[config.mk]
export PLATFORM = sky130hd
export DESIGN_NAME = masked_cmp_timer
export DESIGN_NICKNAME = d
export VERILOG_FILES = /design/src/rtl/mct_pkg.sv /design/src/rtl/mct_counter.sv /design/src/rtl/mct_matcher.sv /design/src/rtl/mct_capture.sv /design/src/rtl/mct_pwm.sv /design/src/rtl/masked_cmp_timer.sv
export SDC_FILE = /design/constraint.sdc
export NUM_CORES = 1
export LEC_CHECK = 0
export ABC_AREA = 1
export CORE_ASPECT_RATIO = 0.75
export CORE_UTILIZATION = 45
export DETAILED_ROUTE_END_ITERATION = 8
export PLACE_DENSITY = 0.66
export SETUP_SLACK_MARGIN = 0.2
export SYNTH_ARGS = -nofsm -noshare
export SYNTH_HDL_FRONTEND = slang
export SYNTH_SLANG_ARGS = --single-unit
[constraint.sdc]
create_clock -name clk -period 2 [get_ports clk]
set_input_delay 0.2 -clock clk [delete_from_list [all_inputs] [get_ports clk]]
set_output_delay 0.2 -clock clk [all_outputs]
set_load 0.01 [all_outputs]
[src/rtl/mct_pkg.sv]
`timescale 1ns/1ps
package mct_pkg;

    typedef enum logic [2:0] {
        SEL_MASK = 3'd0,
        SEL_CMP  = 3'd1,
        SEL_CTRL = 3'd2,
        SEL_CAP  = 3'd3,
        SEL_CNT  = 3'd4
    } reg_sel_e;

    // Field order is the register layout, bit 7 first.
    typedef struct packed {
        logic cap_rise;
        logic cap_ie;
        logic cap_fl;
        logic cmp_ie;
        logic cmp_fl;
        logic zero_ie;
        logic zero_fl;
        logic toggle;
    } ctrl_t;

    typedef enum logic {
        ST_LOW  = 1'b0,
        ST_HIGH = 1'b1
    } pwm_state_e;

    localparam int CTRL_W = $bits(ctrl_t);

endpackage

[src/rtl/mct_counter.sv]
`timescale 1ns/1ps
module mct_counter #(
    parameter int W = 16
) (
    input  logic         clk,
    input  logic         rst_n,
    input  logic         count_en,
    output logic [W-1:0] count
);

    always_ff @(posedge clk or negedge rst_n) begin
        if (!rst_n) begin
            count <= '0;
        end else if (count_en) begin
            count <= count + W'(1);
        end
    end

endmodule

[src/rtl/mct_matcher.sv]
`timescale 1ns/1ps
module mct_matcher #(
    parameter int W = 16
) (
    input  logic         clk,
    input  logic         rst_n,
    input  logic [W-1:0] count,
    input  logic [W-1:0] mask,
    input  logic [W-1:0] cmp_val,
    output logic         cmp_evt,
    output logic         zero_evt
);

    logic cmp_hit;
    logic zero_hit;
    logic cmp_hit_q;
    logic zero_hit_q;

    assign cmp_hit  = ((count ^ cmp_val) & mask) == '0;
    assign zero_hit = (count & mask) == '0;

    // Previous-cycle copies start at 1 so a match that holds at reset release is no event.
    always_ff @(posedge clk or negedge rst_n) begin
        if (!rst_n) begin
            cmp_hit_q  <= 1'b1;
            zero_hit_q <= 1'b1;
        end else begin
            cmp_hit_q  <= cmp_hit;
            zero_hit_q <= zero_hit;
        end
    end

    assign cmp_evt  = cmp_hit  & ~cmp_hit_q;
    assign zero_evt = zero_hit & ~zero_hit_q;

endmodule

[src/rtl/mct_capture.sv]
`timescale 1ns/1ps
module mct_capture #(
    parameter int W           = 16,
    parameter int SYNC_STAGES = 2
) (
    input  logic         clk,
    input  logic         rst_n,
    input  logic         pin,
    input  logic         rise_sel,
    input  logic [W-1:0] count,
    output logic         cap_evt,
    output logic [W-1:0] cap_val
);

    localparam int LAST = SYNC_STAGES - 1;

    logic [SYNC_STAGES-1:0] sync_q;
    logic                   seen_q;
    logic                   synced;

    for (genvar i = 0; i < SYNC_STAGES; i++) begin : g_sync
        if (i == 0) begin : g_first
            always_ff @(posedge clk or negedge rst_n) begin
                if (!rst_n) sync_q[i] <= 1'b0;
                else        sync_q[i] <= pin;
            end
        end else begin : g_next
            always_ff @(posedge clk or negedge rst_n) begin
                if (!rst_n) sync_q[i] <= 1'b0;
                else        sync_q[i] <= sync_q[i-1];
            end
        end
    end

    assign synced = sync_q[LAST];

    always_ff @(posedge clk or negedge rst_n) begin
        if (!rst_n) seen_q <= 1'b0;
        else        seen_q <= synced;
    end

    assign cap_evt = rise_sel ? (synced & ~seen_q) : (~synced & seen_q);

    always_ff @(posedge clk or negedge rst_n) begin
        if (!rst_n) begin
            cap_val <= '0;
        end else if (cap_evt) begin
            cap_val <= count;
        end
    end

endmodule

[src/rtl/mct_pwm.sv]
`timescale 1ns/1ps
module mct_pwm
    import mct_pkg::*;
(
    input  logic clk,
    input  logic rst_n,
    input  logic toggle_mode,
    input  logic zero_evt,
    input  logic cmp_evt,
    output logic pwm
);

    pwm_state_e st_q;
    pwm_state_e st_d;
    logic       raise;

    // Set/reset mode: zero raises, compare drops and wins a tie. Toggle mode: compare flips.
    assign raise = toggle_mode ? cmp_evt : (zero_evt & ~cmp_evt);

    always_ff @(posedge clk or negedge rst_n) begin
        if (!rst_n) st_q <= ST_LOW;
        else        st_q <= st_d;
    end

    always_comb begin
        st_d = st_q;
        unique case (st_q)
            ST_LOW:  if (raise)   st_d = ST_HIGH;
            ST_HIGH: if (cmp_evt) st_d = ST_LOW;
            default: st_d = ST_LOW;
        endcase
    end

    always_comb begin
        pwm = (st_q == ST_HIGH);
    end

endmodule

[src/rtl/masked_cmp_timer.sv]
`timescale 1ns/1ps
module masked_cmp_timer
    import mct_pkg::*;
#(
    parameter int CNT_W       = 16,
    parameter int SYNC_STAGES = 2
) (
    input  logic             clk,
    input  logic             rst_n,
    input  logic             cnt_en,
    input  logic             cap_in,
    input  logic             wr_en,
    input  logic [2:0]       wr_sel,
    input  logic [CNT_W-1:0] wr_data,
    input  logic [2:0]       rd_sel,
    output logic [CNT_W-1:0] rd_data,
    output logic             pwm_out,
    output logic             irq
);

    localparam int PAD_W = CNT_W - CTRL_W;

    logic [CNT_W-1:0] cnt_q;
    logic [CNT_W-1:0] mask_q;
    logic [CNT_W-1:0] cmp_q;
    logic [CNT_W-1:0] cap_val;
    ctrl_t            ctrl_q;
    ctrl_t            ctrl_d;
    ctrl_t            wr_ctrl;
    logic             cmp_evt;
    logic             zero_evt;
    logic             cap_evt;
    logic             ctrl_wr;

    mct_counter #(.W(CNT_W)) u_counter (
        .clk      (clk),
        .rst_n    (rst_n),
        .count_en (cnt_en),
        .count    (cnt_q)
    );

    mct_matcher #(.W(CNT_W)) u_matcher (
        .clk      (clk),
        .rst_n    (rst_n),
        .count    (cnt_q),
        .mask     (mask_q),
        .cmp_val  (cmp_q),
        .cmp_evt  (cmp_evt),
        .zero_evt (zero_evt)
    );

    mct_capture #(.W(CNT_W), .SYNC_STAGES(SYNC_STAGES)) u_capture (
        .clk      (clk),
        .rst_n    (rst_n),
        .pin      (cap_in),
        .rise_sel (ctrl_q.cap_rise),
        .count    (cnt_q),
        .cap_evt  (cap_evt),
        .cap_val  (cap_val)
    );

    mct_pwm u_pwm (
        .clk         (clk),
        .rst_n       (rst_n),
        .toggle_mode (ctrl_q.toggle),
        .zero_evt    (zero_evt),
        .cmp_evt     (cmp_evt),
        .pwm         (pwm_out)
    );

    always_ff @(posedge clk or negedge rst_n) begin
        if (!rst_n) begin
            mask_q <= '1;
            cmp_q  <= '1;
        end else if (wr_en) begin
            if (wr_sel == SEL_MASK) mask_q <= wr_data;
            if (wr_sel == SEL_CMP)  cmp_q  <= wr_data;
        end
    end

    assign ctrl_wr = wr_en && (wr_sel == SEL_CTRL);
    assign wr_ctrl = ctrl_t'(wr_data[CTRL_W-1:0]);

    // Flags: a written 0 clears, a written 1 keeps; a hardware event overrides a clear.
    always_comb begin
        ctrl_d = ctrl_q;
        if (ctrl_wr) begin
            ctrl_d.cap_rise = wr_ctrl.cap_rise;
            ctrl_d.cap_ie   = wr_ctrl.cap_ie;
            ctrl_d.cmp_ie   = wr_ctrl.cmp_ie;
            ctrl_d.zero_ie  = wr_ctrl.zero_ie;
            ctrl_d.toggle   = wr_ctrl.toggle;
            ctrl_d.cap_fl   = ctrl_q.cap_fl  & wr_ctrl.cap_fl;
            ctrl_d.cmp_fl   = ctrl_q.cmp_fl  & wr_ctrl.cmp_fl;
            ctrl_d.zero_fl  = ctrl_q.zero_fl & wr_ctrl.zero_fl;
        end
        if (cap_evt)  ctrl_d.cap_fl  = 1'b1;
        if (cmp_evt)  ctrl_d.cmp_fl  = 1'b1;
        if (zero_evt) ctrl_d.zero_fl = 1'b1;
    end

    always_ff @(posedge clk or negedge rst_n) begin
        if (!rst_n) ctrl_q <= '0;
        else        ctrl_q <= ctrl_d;
    end

    assign irq = (ctrl_q.cap_fl  & ctrl_q.cap_ie)
               | (ctrl_q.cmp_fl  & ctrl_q.cmp_ie)
               | (ctrl_q.zero_fl & ctrl_q.zero_ie);

    always_comb begin
        case (rd_sel)
            SEL_MASK: rd_data = mask_q;
            SEL_CMP:  rd_data = cmp_q;
            SEL_CTRL: rd_data = {{PAD_W{1'b0}}, ctrl_q};
            SEL_CAP:  rd_data = cap_val;
            SEL_CNT:  rd_data = cnt_q;
            default:  rd_data = '0;
        endcase
    end

endmodule

==> After elaboration in Yosys (flattened, before gate mapping) <==
Cells that the tools add are included.
{ "word_totals": {"reg_bits": 78, "input_bits": 27, "out_inout_bits": 18, "elab_cells": 67} }
{ "classes": {"add_sub_neg": 1, "n_eq_ne": 6, "muxes": 10, "bitwise_logic": 22, "reduce_logical": 10} }
{ "op_table": {"columns": ["op", "count"], "rows": [
  ["$pmux 16 s5", 1],
  ["$and 16x16->16", 2],
  ["$logic_not 16->1", 2],
  ["$add 16x1->16 const B", 1],
  ["$xor 16x16->16", 1],
  ["$and 1x1->1", 11],
  ["$eq 3x2->1 const B", 3],
  ["$mux 1", 7],
  ["$eq 3x1->1 const B", 2],
  ["$logic_not 3->1", 2],
  ["$mux 6", 1],
  ["$not 1->1", 6],
  ["$reduce_bool 2->1", 3],
  ["$reduce_and 2->1", 2],
  ["$eq 3x3->1 const B", 1],
  ["$or 1x1->1", 2],
  ["$pmux 1 s2", 1],
  ["$logic_and 1x1->1", 1]
]} }

==> Depth between registers and ports, before layout <==
Gate-level depths: netlist of run 1.
{ "logic_depth": {"ltp_word": 9, "ltp_mapped": 11, "ltp_nobuf": 10} }

==> Hierarchy <==
Synthesis of run 1 repeated with hierarchy kept, for this count alone.
{ "unflattened": {"hier_cells": 607, "hier_area_um2": 4544.4} }
{ "by_module_without_submodules": {"columns": ["module", "n_inst", "cells_each", "area_per_inst_um2", "seq_area_each_um2"], "rows": [
  ["masked_cmp_timer", 1, 305, 2412.3, 1041.0],
  ["mct_counter", 1, 97, 813.3, 400.4],
  ["mct_capture", 1, 76, 744.5, 475.5],
  ["mct_matcher", 1, 119, 515.5, 52.6],
  ["mct_pwm", 1, 10, 58.8, 25.0]
]} }

==> Least setup slack after synthesis of run 1 <==
Ideal clock, no wire load.
{ "synth_timing": {"path_type": "flip-flop to flip-flop", "start": "register u_counter.count[1]", "end": "register u_counter.count[12]", "setup_time_ns": 0.123, "t_arrival_ns": 1.298, "t_required_ns": 1.877, "slack_ns": 0.579, "stages_incl_launch_ff": 8, "n_path_buf": 0, "synth_period_minus_slack_ns": 1.421, "path_cell_list": "dfrtp_1 -> ha_1 -> nand3_2 -> nor3_4 -> nand3_2 -> nor2_2 -> nand2_1 -> xor2_1"} }
{ "synth_between": {"elab_chain_cells": 1} }
{ "synth_rtl": {"columns": ["element", "line_no", "text"], "rows": [
  ["start, declared", "mct_counter.sv:8", "output logic [W-1:0] count"],
  ["start signal, assigned", "mct_counter.sv:15", "count <= count + W'(1);"],
  ["$add 16x1->16", "mct_counter.sv:15", null]
]} }
Every way passes these cells.
A chain may end at the register's enable or synchronous reset.

==> Final worst setup path of run 1 <==
{ "layout_timing": {"start": "register u_counter.count[2]", "end": "output rd_data[2]"} }
{ "layout_between": {"elab_chain_cells": 1} }
{ "layout_rtl": {"columns": ["element", "line_no", "text"], "rows": [
  ["$pmux 16 s5", "masked_cmp_timer.sv:112", "case (rd_sel)"],
  ["end, declared", "masked_cmp_timer.sv:16", "output logic [CNT_W-1:0] rd_data,"]
]} }
Every way passes these cells.

==> run metrics, run 1 <==
CTS clk-pin slew, worst paths 60 ps; TritonCTS sink count between 70 and 80; Hold Crit Start cap_in; RR Endpoint u_counter.count[12]$_DFFE_PN0P_; Crit Path Max Fanout 5; Port Buffers 44; Final Hold Vio Count 0; synth-to-layout area growth 23.57%; worst setup margin about 280 ps; sw frac a little over a third; Final Critical Period 1723 ps; Compound-Gate Fraction of Synth Area between 10 and 15%; Post-Synth XOR/XNOR Area under 10%; Initial Util roughly 46%; failing checks design-rule violations; Crit path arrival time 1520 ps; synth top area cells dfrtp_1, dfstp_2, nand2_1; largest family of logic cells by synthesized area simple AND/OR/NAND/NOR gates; top cells by instance count after synthesis nand2_1, inv_1, o21ai_0, dfrtp_1, nor2_1; Net Count, Synth approximately 590; crit-path max cell delay roughly 460 ps; Pwr Density roughly 1100 nW/um^2; insertion delay to the later sink of the worst-skew pair around 330 ps; Routed wire per std cell approximately 14 um; Worst Tran Pin Value 478.7 ps; Setup crit end kind primary output; Root Buffer clkbuf_16; drt via density ~5.0; Synth top area share a little over a quarter; Worst VDD drop roughly 0.00057 V; slowest CP cell dfrtp_1; Fmax between 0.5 and 0.6 GHz; core area between 9000 and 10,000 um^2; WHS Path Cells 1; adder-cell share of the synthesized area less than 1%; Worst setup SP type flip-flop; row count 30; Worst Hold End u_capture.sync_q[0]$_DFF_PN0_; Simple-Gate Fraction of Synth Area 27.77%; max-cap viol count 0; Setup Viol. Count Final 0; multiplexer area fraction after synthesis 0%; Clk pwr share 27.7%; final core occ 57.29%; number of enable flip-flop cells after synthesis 0; Top FF cell, synth dfrtp_1; CP Cell Sequence inv_2 > o22ai_1 > a211o_1 > clkbuf_2; critical path class reg -> out; initial DRC count around 340; share of layout cells above drive strength 1 around 16%; CTS tree done; ys async rst share between 90% and 100%; Synth cell types 31; number of buffers created by CTS 9; dpl ws -219.9 ps; Global Route Usage Sum 24.01%; cells after synthesis ~570; HP Class in -> reg; dpl hpwl between 7000 and 8000 um; internal power roughly 3.7 mW; Via Count between 3k and 4k; Max Clock Skew roughly 3.8 ps; drt drc 1; vias in the first global route around 3.4k; r2r startpoint u_counter.count[0]$_DFFE_PN0P_; syn avg cell area 7.410 um^2; Final ANT Viol Nets 0; Final nets about 650; Slew HR 68.08%; Tcrit/Tclk final between 80% and 90%; Comb power frac between 20% and 30%; Die X 113.5 um; total congestion overflow 0; IO Pins 45; leakage roughly 2.6 nW; DR pass1 iterations 7; Reg power frac approximately 44%; Reg2Reg Depth 7; full die area 9714 um^2; Synth warnings 0; NetSw between 2 and 2.5 mW; Final Routed Wirelength 10,660 um; GPL Wtd Cong around 0.9; r2r setup slk between 300 and 400 ps; first-pass GRT wire length 17,510 um; Mapped Area roughly 4200 um^2; Max Slew Vio Count 0; required time of the critical path 1800 ps; pin count of the biggest net entering global routing 44; status complete, but fails checks; unrepaired setup endpoints after global routing no; depth of the CTS H-tree 3; largest area contributor in the netlist dfrtp_1; top-count cell post-synth nand2_1; register bit total from synthesis slightly below 80; Ant. Diodes 0; register area share after synthesis a little under half; initial antenna violation count 0; CTS max path bufs 2; die height between 80 and 90 um
[worst max-delay path by stage]
stage / from / to / slack, ps
after global routing: u_counter.count[13]$_DFFE_PN0P_ / rd_data[13] / 200
final: u_counter.count[2]$_DFFE_PN0P_ / rd_data[2] / 280
after detailed placement: rd_sel[0] / rd_data[8] / -220
after CTS: rd_sel[2] / rd_data[2] / 160
after floorplan: u_counter.count[1]$_DFFE_PN0P_ / u_counter.count[12]$_DFFE_PN0P_ / 580
after global placement: rd_sel[0] / rd_data[8] / -200
[state kept, by name, indices dropped and copies added, names as in the netlist]
register and cells:
u_matcher.zero_hit_q 1, u_counter.count 16, u_capture.cap_val 16, u_capture.seen_q 1, u_matcher.cmp_hit_q 1, u_capture.sync_q 1, u_pwm.pwm 1, cmp_q 16
u_capture.synced 1, mask_q 16, ctrl_q 8
[worst max-delay path: cells and delay by family (launching register included)]
family | cells | cell delay [ps]
flops | 1 | 460
buf+inv | 2 | 290
compound gates | 2 | 440
[layer usage]
layer	track usage [%]	vias to the layer above	part of all wire, %	routed length, um
li1	-	1886	-	-
met1	37.00	1774	52	5512
met2	33.37	92	42	4466
met3	5.088	12	5.0	538
met4	7.536	0	1.3	143
met5	0	-	0	0
[cells by family after synthesis]
kind of cell / Yosys count
compound gates: 93
xor+xnor: 11
fa+ha+maj: 1
buf+inv: 105
flops: 78
simple gates: 278
[stage by stage]
stage	total power, mW	cells	instance area (um^2)	hold WS, ps	setup TNS, ps
floorplan	3.624	566	4194	-95.59	0
global placement	4.213	739	4860	185.9	-2922
detailed placement	4.265	739	4860	190.4	-3157
CTS	5.885	757	5180	296.7	0
global route	6.245	757	5182	298.0	0
finish	5.851	757	5182	306.7	0
[repair_timing]
item	in CTS	in global routing
gates cloned	1	0
hold buffers	1	0
pin swaps	1	2
setup endpoints to repair	16	18
setup buffers	0	0
endpoints found under the hold margin	25	0
gates resized for setup	45	12
[layout by cell type (no fill, tap or decap), types with 2 or more instances in the layout]
master and count:
nand2_4 3, clkinv_2 3, nor3_1 2, nor2_2 2, dlygate4sd2_1 9, clkdlybuf4s50_1 24, nor2_1 41, o22ai_1 10
clkbuf_16 9, clkbuf_2 2, dfstp_2 34, nand2_2 2, inv_2 3, nand2_1 191, o221ai_1 3, a21oi_1 14
xor2_1 11, o21ai_0 59, nand3_1 25, buf_4 18, nor3_4 2, buf_6 2, o2111ai_1 3, nand3_2 3
dfrtp_1 43, nor2_4 2, buf_2 5, inv_1 83
[power by group through the flow]
stage | clock, mW | combinational, mW | sequential [mW]
detailed placement | 0 | 1.70 | 2.57
global placement | 0 | 1.66 | 2.56
global route | 1.72 | 1.89 | 2.63
floorplan | 0 | 1.27 | 2.35
finish | 1.62 | 1.67 | 2.56
CTS | 1.66 | 1.68 | 2.55
[area by class of cell]
type	instances	area [um^2]
clock buffer	10	239.0
clock inverter	6	61.31
fill	870	3864
inverter	87	329.1
multi-input combinational	383	1822
sequential	78	1996
tap	128	160.2
timing repair buffer	65	575.6
No activity file was read; power rests on OpenSTA's default activity.
==> run 2, diff against run 1 <==
CTS_CLUSTER_SIZE = 28   (was default)
SLEW_MARGIN = 20   (was default)
==> results of run 2 <==
No change in the layout: final DEF, timing and power equal those of run 1.
==> run 3, diff against run 2 <==
ABC_CLOCK_PERIOD_IN_PS = 2000   (was default)
==> results of run 3 <==
No change in the layout: final DEF, timing and power equal those of run 1.
